## src/rtl/tlq_pkg.sv

```systemverilog
package tlq_pkg;
  typedef enum logic [1:0] {
    LV_LO  = 2'b00,
    LV_HI  = 2'b01,
    LV_MID = 2'b10
  } lvl_e;

  typedef enum logic [1:0] {
    MD_FCCM  = 2'b00,
    MD_DIODE = 2'b01,
    MD_STBY  = 2'b10
  } mode_e;
endpackage

```

## src/rtl/tlq_level_filter.sv

```systemverilog
module tlq_level_filter
  import tlq_pkg::*;
#(
  parameter int WIN = 50
) (
  input  logic clk,
  input  logic rst_n,
  input  logic above_hi,
  input  logic below_lo,
  output lvl_e lvl_o
);
  localparam int CW = $clog2(WIN + 1);
  localparam logic [CW-1:0] LAST = CW'(WIN - 1);

  lvl_e          lvl_q, lvl_d;
  logic [CW-1:0] cnt_q, cnt_d;

  always_comb begin
    lvl_d = lvl_q;
    cnt_d = cnt_q;
    case ({above_hi, below_lo})
      2'b10: begin
        lvl_d = LV_HI;
        cnt_d = '0;
      end
      2'b01: begin
        lvl_d = LV_LO;
        cnt_d = '0;
      end
      2'b00: begin
        if (lvl_q != LV_MID) begin
          if (cnt_q == LAST) begin
            lvl_d = LV_MID;
            cnt_d = '0;
          end else begin
            cnt_d = cnt_q + 1'b1;
          end
        end
      end
      default: begin
        lvl_d = lvl_q;
        cnt_d = cnt_q;
      end
    endcase
  end

  always_ff @(posedge clk or negedge rst_n) begin
    if (!rst_n) begin
      lvl_q <= LV_MID;
      cnt_q <= '0;
    end else begin
      lvl_q <= lvl_d;
      cnt_q <= cnt_d;
    end
  end

  assign lvl_o = lvl_q;

  AST_HI_PASS: assert property (@(posedge clk) disable iff (!rst_n)
    (above_hi && !below_lo) |=> (lvl_q == LV_HI));
  AST_LO_PASS: assert property (@(posedge clk) disable iff (!rst_n)
    (!above_hi && below_lo) |=> (lvl_q == LV_LO));
  AST_INVALID_HOLD: assert property (@(posedge clk) disable iff (!rst_n)
    (above_hi && below_lo) |=> ($stable(lvl_q) && $stable(cnt_q)));
  AST_MID_WINDOW: assert property (@(posedge clk) disable iff (!rst_n)
    (lvl_q == LV_MID && $past(lvl_q) != LV_MID) |-> ($past(cnt_q) == LAST && !$past(above_hi) && !$past(below_lo)));
  AST_CNT_RANGE: assert property (@(posedge clk) disable iff (!rst_n)
    cnt_q <= LAST);
endmodule

```

## src/rtl/tlq_mode_decode.sv

```systemverilog
module tlq_mode_decode
  import tlq_pkg::*;
(
  input  lvl_e  pwm_lvl,
  input  lvl_e  sync_lvl,
  output mode_e mode_o
);
  always_comb begin
    if (sync_lvl == LV_MID)
      mode_o = MD_STBY;
    else if (sync_lvl == LV_LO || pwm_lvl == LV_MID)
      mode_o = MD_DIODE;
    else
      mode_o = MD_FCCM;
  end
endmodule

```

## src/rtl/tlq_wake_timer.sv

```systemverilog
module tlq_wake_timer #(
  parameter int WAKE = 20000
) (
  input  logic clk,
  input  logic rst_n,
  input  logic standby,
  output logic active
);
  localparam int CW = $clog2(WAKE + 1);
  localparam logic [CW-1:0] LAST = CW'(WAKE - 1);

  logic [CW-1:0] cnt_q, cnt_d;
  logic          act_q, act_d;

  always_comb begin
    cnt_d = cnt_q;
    act_d = act_q;
    if (standby) begin
      cnt_d = '0;
      act_d = 1'b0;
    end else if (!act_q) begin
      if (cnt_q == LAST) act_d = 1'b1;
      else               cnt_d = cnt_q + 1'b1;
    end
  end

  always_ff @(posedge clk or negedge rst_n) begin
    if (!rst_n) begin
      cnt_q <= '0;
      act_q <= 1'b0;
    end else begin
      cnt_q <= cnt_d;
      act_q <= act_d;
    end
  end

  assign active = act_q;

  AST_WAKE_CLEAR: assert property (@(posedge clk) disable iff (!rst_n)
    standby |=> !act_q);
  AST_WAKE_RISE: assert property (@(posedge clk) disable iff (!rst_n)
    $rose(act_q) |-> ($past(cnt_q) == LAST && !$past(standby)));
endmodule

```

## src/rtl/tlvl_cmd_qual.sv

```systemverilog
module tlvl_cmd_qual
  import tlq_pkg::*;
#(
  parameter int PWM_MID_CYC  = 50,
  parameter int SYNC_MID_CYC = 2000,
  parameter int WAKE_CYC     = 20000
) (
  input  logic       clk,
  input  logic       rst_n,
  input  logic       pwm_above_hi,
  input  logic       pwm_below_lo,
  input  logic       sync_above_hi,
  input  logic       sync_below_lo,
  output logic [1:0] pwm_cmd,
  output logic [1:0] mode,
  output logic       sense_off,
  output logic       cs_active
);
  localparam int NIN = 2;

  logic [NIN-1:0] hi_flags, lo_flags;
  lvl_e           lvl [NIN];
  mode_e          mode_w;

  assign hi_flags = {sync_above_hi, pwm_above_hi};
  assign lo_flags = {sync_below_lo, pwm_below_lo};

  for (genvar g = 0; g < NIN; g++) begin : g_filt
    localparam int W = (g == 0) ? PWM_MID_CYC : SYNC_MID_CYC;
    tlq_level_filter #(.WIN(W)) u_filt (
      .clk      (clk),
      .rst_n    (rst_n),
      .above_hi (hi_flags[g]),
      .below_lo (lo_flags[g]),
      .lvl_o    (lvl[g])
    );
  end

  tlq_mode_decode u_dec (
    .pwm_lvl  (lvl[0]),
    .sync_lvl (lvl[1]),
    .mode_o   (mode_w)
  );

  tlq_wake_timer #(.WAKE(WAKE_CYC)) u_wake (
    .clk     (clk),
    .rst_n   (rst_n),
    .standby (mode_w == MD_STBY),
    .active  (cs_active)
  );

  assign pwm_cmd   = lvl[0];
  assign mode      = mode_w;
  assign sense_off = (mode_w == MD_STBY);

  AST_STBY_ONLY_ON_MID: assert property (@(posedge clk) disable iff (!rst_n)
    ($past(mode) != MD_STBY && mode == MD_STBY) |-> (!$past(sync_above_hi) && !$past(sync_below_lo)));
endmodule

```

## config.mk

```make
export PLATFORM = sky130hd
export DESIGN_NAME = tlvl_cmd_qual
export DESIGN_NICKNAME = d
export VERILOG_FILES = /design/src/rtl/tlq_pkg.sv /design/src/rtl/tlq_level_filter.sv /design/src/rtl/tlq_mode_decode.sv /design/src/rtl/tlq_wake_timer.sv /design/src/rtl/tlvl_cmd_qual.sv
export SDC_FILE = /design/constraint.sdc
export NUM_CORES = 1
export LEC_CHECK = 0
export ABC_AREA = 1
export BUFFER_PORTS_ARGS = -buffer_cell sky130_fd_sc_hd__buf_2
export CAP_MARGIN = 20
export CORE_ASPECT_RATIO = 1.75
export CORE_MARGIN = 10
export CORE_UTILIZATION = 50
export DETAILED_ROUTE_END_ITERATION = 6
export HOLD_SLACK_MARGIN = 0.15
export PLACE_DENSITY_LB_ADDON = 0.25
export RECOVER_POWER = 50
export SYNTH_ARGS = -nofsm -noshare
export SYNTH_HDL_FRONTEND = slang
export SYNTH_SLANG_ARGS = --single-unit
```

## constraint.sdc

```tcl
create_clock -name clk -period 1.84 [get_ports clk]
set_clock_uncertainty 0.2 [all_clocks]
set_input_delay 0.184 -clock clk [delete_from_list [all_inputs] [get_ports clk]]
set_output_delay 0.184 -clock clk [all_outputs]
set_load 0.01 [all_outputs]
```

; ---- Yosys cells after proc, flatten, opt, wreduce, memory -nomap -nowiden
; Index checks and enable logic that the tools add are counted.
[totals]
latch_bits = 0
regBits = 37
mem_count = 0
mem_bits_ro = 0
mem_bits_rw = 0
wordCells = 62
in_bits = 6
output_inout_bits = 6
[classes]
bitwise = 0
n_eq_ne = 18
order_cmp = 0
shifts = 0
n_mux = 20
n_div = 0
addsub = 3
multipliers = 0
reduce_logical = 15
[ops]
columns = cell, n
row1 = 15-bit two-way mux, 3
row2 = 11-bit two-way mux, 2
row3 = 11-bit case mux with 2 select lines, 1
row4 = 15-bit by 1-bit adder with 15-bit output (second input constant), 1
row5 = 15-bit equality test (second input constant), 1
row6 = 6-bit two-way mux, 2
row7 = 2-bit case mux with 3 select lines, 2
row8 = 6-bit case mux with 2 select lines, 1
row9 = 11-bit by 1-bit adder with 11-bit output (second input constant), 1
row10 = 11-bit equality test (second input constant), 1
row11 = 2-bit equality test (second input constant), 5
row12 = 2-bit two-way mux, 5
row13 = 2-bit by 1-bit != test with 1-bit output (second input constant), 4
row14 = 2-bit != test (second input constant), 4
row15 = 6-bit by 1-bit adder with 6-bit output (second input constant), 1
row16 = 6-bit equality test (second input constant), 1
row17 = 2-bit zero test, 3
row18 = 2-bit AND reduction, 3
row19 = 3-bit AND reduction, 2
row20 = 3-bit nonzero test, 2
row21 = 2-bit by 1-bit equality test with 1-bit output (second input constant), 2
row22 = 1-bit two-way mux, 4
row23 = 2-bit nonzero test, 2
row24 = 2-bit OR reduction, 2
row25 = 1-bit logical OR, 1

; ---- Depth between registers and ports, before layout
[logic_depth]
depth_word = 7
ltp_mapped = 9
ltp_nobuf = 9

; ---- By module
; From an unflattened synthesis, not the netlist that was laid out.
[unflattened]
hier_cells = 333
area_unflattened_um2 = 2343.5
[modules_own_cells]
columns = mod, seq_area_each_um2, area_each_um2, instances, cells_each
row1 = tlq_wake_timer, 400.4, 1029.7, 1, 150
row2 = tlq_level_filter at g_filt[1].u_filt, 326.6, 767.0, 1, 111
row3 = tlq_level_filter at g_filt[0].u_filt, 201.4, 509.2, 1, 63
row4 = tlq_mode_decode, 0.0, 27.5, 1, 7
row5 = tlvl_cmd_qual, 0.0, 10.0, 1, 2

; ---- Worst setup path after synthesis
; OpenSTA, ideal clock, no wires.
[synth_path]
path_kind = register to register
start = register g_filt[1].u_filt.lvl_q[1]
end = register g_filt[1].u_filt.lvl_q[0]
path_slack_ns = 0.218
synth_period_minus_slack_ns = 1.622
setup_ns = 0.116
stages_incl_launch_ff = 10
path_buffers = 0
t_required_ns = 1.524
arrival_ns = 1.306
path_cell_list = dfstp_2 > inv_1 > nor2_4 > nand2_1 > nand2_2 > inv_2 > nand2_2 > inv_2 > nand2_1 > nand2_1
[synth_via]
elab_chain_cells = 3
[synth_lines]
columns = element, line
row1 = from (decl), tlq_level_filter.sv:15  ; lvl_e lvl_q, lvl_d;
row2 = from (signal assigned), tlq_level_filter.sv:52  ; lvl_q <= lvl_d;
row3 = 2-bit != test, tlq_level_filter.sv:31  ; if (lvl_q != LV_MID) begin
row4 = 2-bit by 1-bit != test with 1-bit output (no source line), n/a
row5 = 3-bit AND reduction (no source line), n/a
; Every way passes these cells.
; A chain may end at the register's enable or synchronous reset.

; ---- Final worst setup path
[layout_path]
start = register g_filt[1].u_filt.lvl_q[1]
end = output mode[0]
[layout_via]
elab_chain_cells = 4
elab_cells_between_ends = 5
cone_classes = 1 x eq/ne / 2 x mux / 2 x reduce/logical
[layout_lines]
columns = element, line
row1 = 2-bit zero test, tlq_mode_decode.sv:11  ; else if (sync_lvl == LV_LO || pwm_lvl == LV_MID)
row2 = 1-bit logical OR, tlq_mode_decode.sv:11
row3 = 1-bit two-way mux, tlq_mode_decode.sv:11
row4 = 2-bit two-way mux (*), tlq_mode_decode.sv:9  ; if (sync_lvl == LV_MID)
row5 = to (decl), tlvl_cmd_qual.sv:15  ; output logic [1:0] mode,
; Mark *: on every way between the ends. The rest lies on a longest branch, timed or not.

==> key figures <==
Run status
  – Outcome: finished, final reports clean

Drt
  – Initial DRC Count: ~110
  – First-pass iteration count of the detailed router: 4
  – Final wirelength: 5000 um
  – Count of nets left with antenna violations after detail routing: 0
  – Wire length per cell after detailed routing: between 10 and 15 um
  – Post-DR vias/cell: 5.15
  – Residual DRC count: 0
  – Vias post-DR: 2079

Job
  – Maxcap violations: 0

Logic synthesis
  – Synthesis warning total: 0
  – Top cell type by total area after synthesis: sky130_fd_sc_hd__dfrtp_1
  – Mean post-synth cell area: 7.01 um2
  – Mapped Nets: between 300 and 400
  – Part of the Yosys area used for sequential elements: 0.417
  – Post-synth cell types: 25
  – Top-area cell type share of the netlist area: 0.393
  – Register bit total from synthesis: 37
  – Most area-consuming cells after synthesis: sky130_fd_sc_hd__dfrtp_1 (39%), sky130_fd_sc_hd__nand2_1 (18%), sky130_fd_sc_hd__nor2_1 (7.4%)
  – Number of standard cells after synthesis: 318
  – Netlist area before placement: 0.00223 mm2

Pwr
  – Total power density per cell area: 763 mW/mm2
  – Leakage dissipation: approximately 0.0012 uW
  – IR drop worst, VDD: 0.649 mV
  – Post-route total power: 2000 uW

Die
  – Core Region: 0.00436 mm2
  – I/O pin count: 12
  – Die outline width: just over 70 um
  – Starting density of the core: 0.511
  – Die outline height: 108 um
  – Row count: 32
  – Area of the die: ~0.0076 mm2

Place
  – Total placed cells including tap cells: 389
  – Routability congestion estimate from global placement: 0.916
  – Pre-CTS setup slack: 0.0807 ns
  – IO Port Bufs: 11
  – Detailed-placement wirelength estimate: 3850 um

Global routing
  – Global-route wire length before repair: 8260 um
  – Via count of the first global-routing pass: about 2000
  – GRT Total Usage: 0.132
  – Aggregate global routing overflow: 0
  – Pin count of the biggest net entering global routing: 21
  – Number of antenna violations at the first check in global routing: 0

Worst setup path
  – Count of cells along the worst register-to-register path: 9
  – Critical Path RT: 1.46 ns
  – Crit Reg-Reg Startpoint: g_filt[1].u_filt.lvl_o[1]
  – Minimum setup slack among reg-to-reg paths: 0.10 ns
  – Critical Path Source Type: flop
  – Worst setup path class: flop to output port
  – CP arrival: 1.37 ns
  – Crit Reg-Reg Endpoint: g_filt[1].u_filt.lvl_o[0]
  – Largest fanout of any net on the critical path: 4
  – Crit. End Element: output port

Timing
  – Worst Setup Slack, final: 0.0885 ns
  – Final critical-path required period: between 1.5 and 2 ns
  – Max Clock Freq: 571 MHz
  – Hold_ws: 0.280 ns
  – Total negative slack for setup checks: 0 ns
  – Final number of setup-violating endpoints: 0
  – Slew headroom: 0.272
  – Final hold violation count: 0
  – Actual slew at the worst max-slew pin: 1.09 ns
  – Post-route clock period utilization: 0.952
  – Unrepaired setup endpoints after global routing: no
  – Number of pins exceeding their max-slew limit in the final report: 0

Hold path
  – Hold path startpoint: g_filt[0].u_filt.lvl_o[1]
  – Worst hold path type: flop to flop
  – Number of cells on the worst hold path: 2
  – Worst Hold End: g_filt[0].u_filt.lvl_o[1]

Cells and area
  – Filler-free cell count of the finished design: 404
  – Share of cells above drive strength 1: 0.139
  – Area overhead of the layout relative to synthesis: 17.9%
  – Commonest cells after routing, fill and taps aside: sky130_fd_sc_hd__nand2_1 (104), sky130_fd_sc_hd__nor2_1 (40), sky130_fd_sc_hd__dfrtp_1 (35)
  – Most common cell after layout, fill and taps aside: sky130_fd_sc_hd__nand2_1
  – Antenna diode instance count: 0
  – Final net count: 362
  – Number of fill cells: between 400 and 500

Clocking
  – Clock transition at path regs: 0.08 ns
  – CTS root buf: sky130_fd_sc_hd__clkbuf_8
  – Htree depth: 2
  – Worst-skew pair later-pin latency: 0.30 ns
  – Number of buffers between clock root and the deepest sink: 2
  – TritonCTS clock tree: done
  – TritonCTS buffer count: 5
  – Sink count of the clock tree: 37
-- synthesized netlist by cell type (all sizes together) --
master / n
a21oi: 5
and3: 1
buf: 2
clkbuf: 1
dfrtp: 35
dfstp: 2
ha: 4
inv: 38
mux2i: 1
nand2: 107
nand3: 32
nand4: 12
nor2: 48
o21ai: 18
o21bai: 2
o22ai: 1
xnor2: 1
xor2: 8
-- worst max-delay path by stage --
stage                                          from                    endpoint  slack [ns]  cells after the start
final                     g_filt[1].u_filt.lvl_o[1]                     mode[0]        0.09                      5
after global routing      g_filt[1].u_filt.lvl_o[1]   g_filt[1].u_filt.lvl_o[0]        0.01                      9
after CTS                 g_filt[1].u_filt.lvl_o[1]                     mode[0]        0.04                      5
after detailed placement  g_filt[1].u_filt.cnt_q[0]  g_filt[1].u_filt.cnt_q[10]        0.08                      8
after global placement    g_filt[1].u_filt.cnt_q[0]  g_filt[1].u_filt.cnt_q[10]        0.13                      8
after floorplan           g_filt[1].u_filt.lvl_o[1]   g_filt[1].u_filt.lvl_o[0]        0.22                      9
-- logic make-up (layout without fill, tap and decap cells) --
family / Yosys count / in the layout / share of synthesized area
xor gates and xnor gates: 9 / 9 / 0.0354
adders and majority gates: 4 / 4 / 0.0225
muxes: 1 / 1 / 0.00449
buffers and inverters: 41 / 76 / 0.0758
and+or+nand+nor: 200 / 200 / 0.384
AOI/OAI and AO/OA: 26 / 26 / 0.0612
DFF: 37 / 37 / 0.417
-- report_power, final --
group / total, uW / internal [uW] / switching [uW]
sequential: 944 / 876 / 68.3
clock: 745 / 441 / 305
combinational: 313 / 131 / 182
-- metrics by stage --
| step | area (um2) | util |
|---|---|---|
| floorplan | 2230 | - |
| detailed placement | 2420 | 0.555 |
| CTS | 2590 | 0.594 |
| global route | 2630 | 0.602 |
| global placement | 2420 | 0.555 |
| finish | 2630 | 0.602 |
-- critical path, cell delays in order, from the launching register on --
cell and delay (ns):
sky130_fd_sc_hd__dfstp_2 0.52, sky130_fd_sc_hd__inv_1 0.07, sky130_fd_sc_hd__nor2_4 0.18, sky130_fd_sc_hd__buf_6 0.12, sky130_fd_sc_hd__a21oi_1 0.03, sky130_fd_sc_hd__buf_2 0.14
-- layer usage --
layer | part of all wire | GRT usage | vias up | wire length [um]
met5 | 0 | 0 | - | 0
met4 | 0.030 | 0.0737 | 0 | 148
met3 | 0.042 | 0.0404 | 14 | 208
met2 | 0.55 | 0.256 | 36 | 2770
met1 | 0.37 | 0.115 | 951 | 1870
li1 | - | - | 1078 | -
-- registers in the layout (all words and copies together), names as in the netlist --
signal               count
u_wake.cnt_q            15
g_filt.u_filt.lvl_o      4
g_filt.u_filt.cnt_q     17
u_wake.active            1
-- final cells by class --
type | instances | area (um2) | share of cell area
Timing Repair Buffer | 30 | 223 | 0.0848
Clock buffer | 6 | 82.6 | 0.0314
Inverter | 38 | 143 | 0.0543
Tap cell | 51 | 63.8 | 0.0243
Multi-Input combinational cell | 240 | 1150 | 0.437
Clock inverter | 2 | 37.5 | 0.0143
Sequential cell | 37 | 928 | 0.354
-- what timing repair did --
action / in CTS / in global routing
hold buffers: 5 / 0
hold endpoints to repair: 47 / 0
resized for setup: 0 / 8
setup buffers: 0 / 2
setup endpoints to repair: 0 / 14
Note: power is estimated with default switching activity, not from simulation.
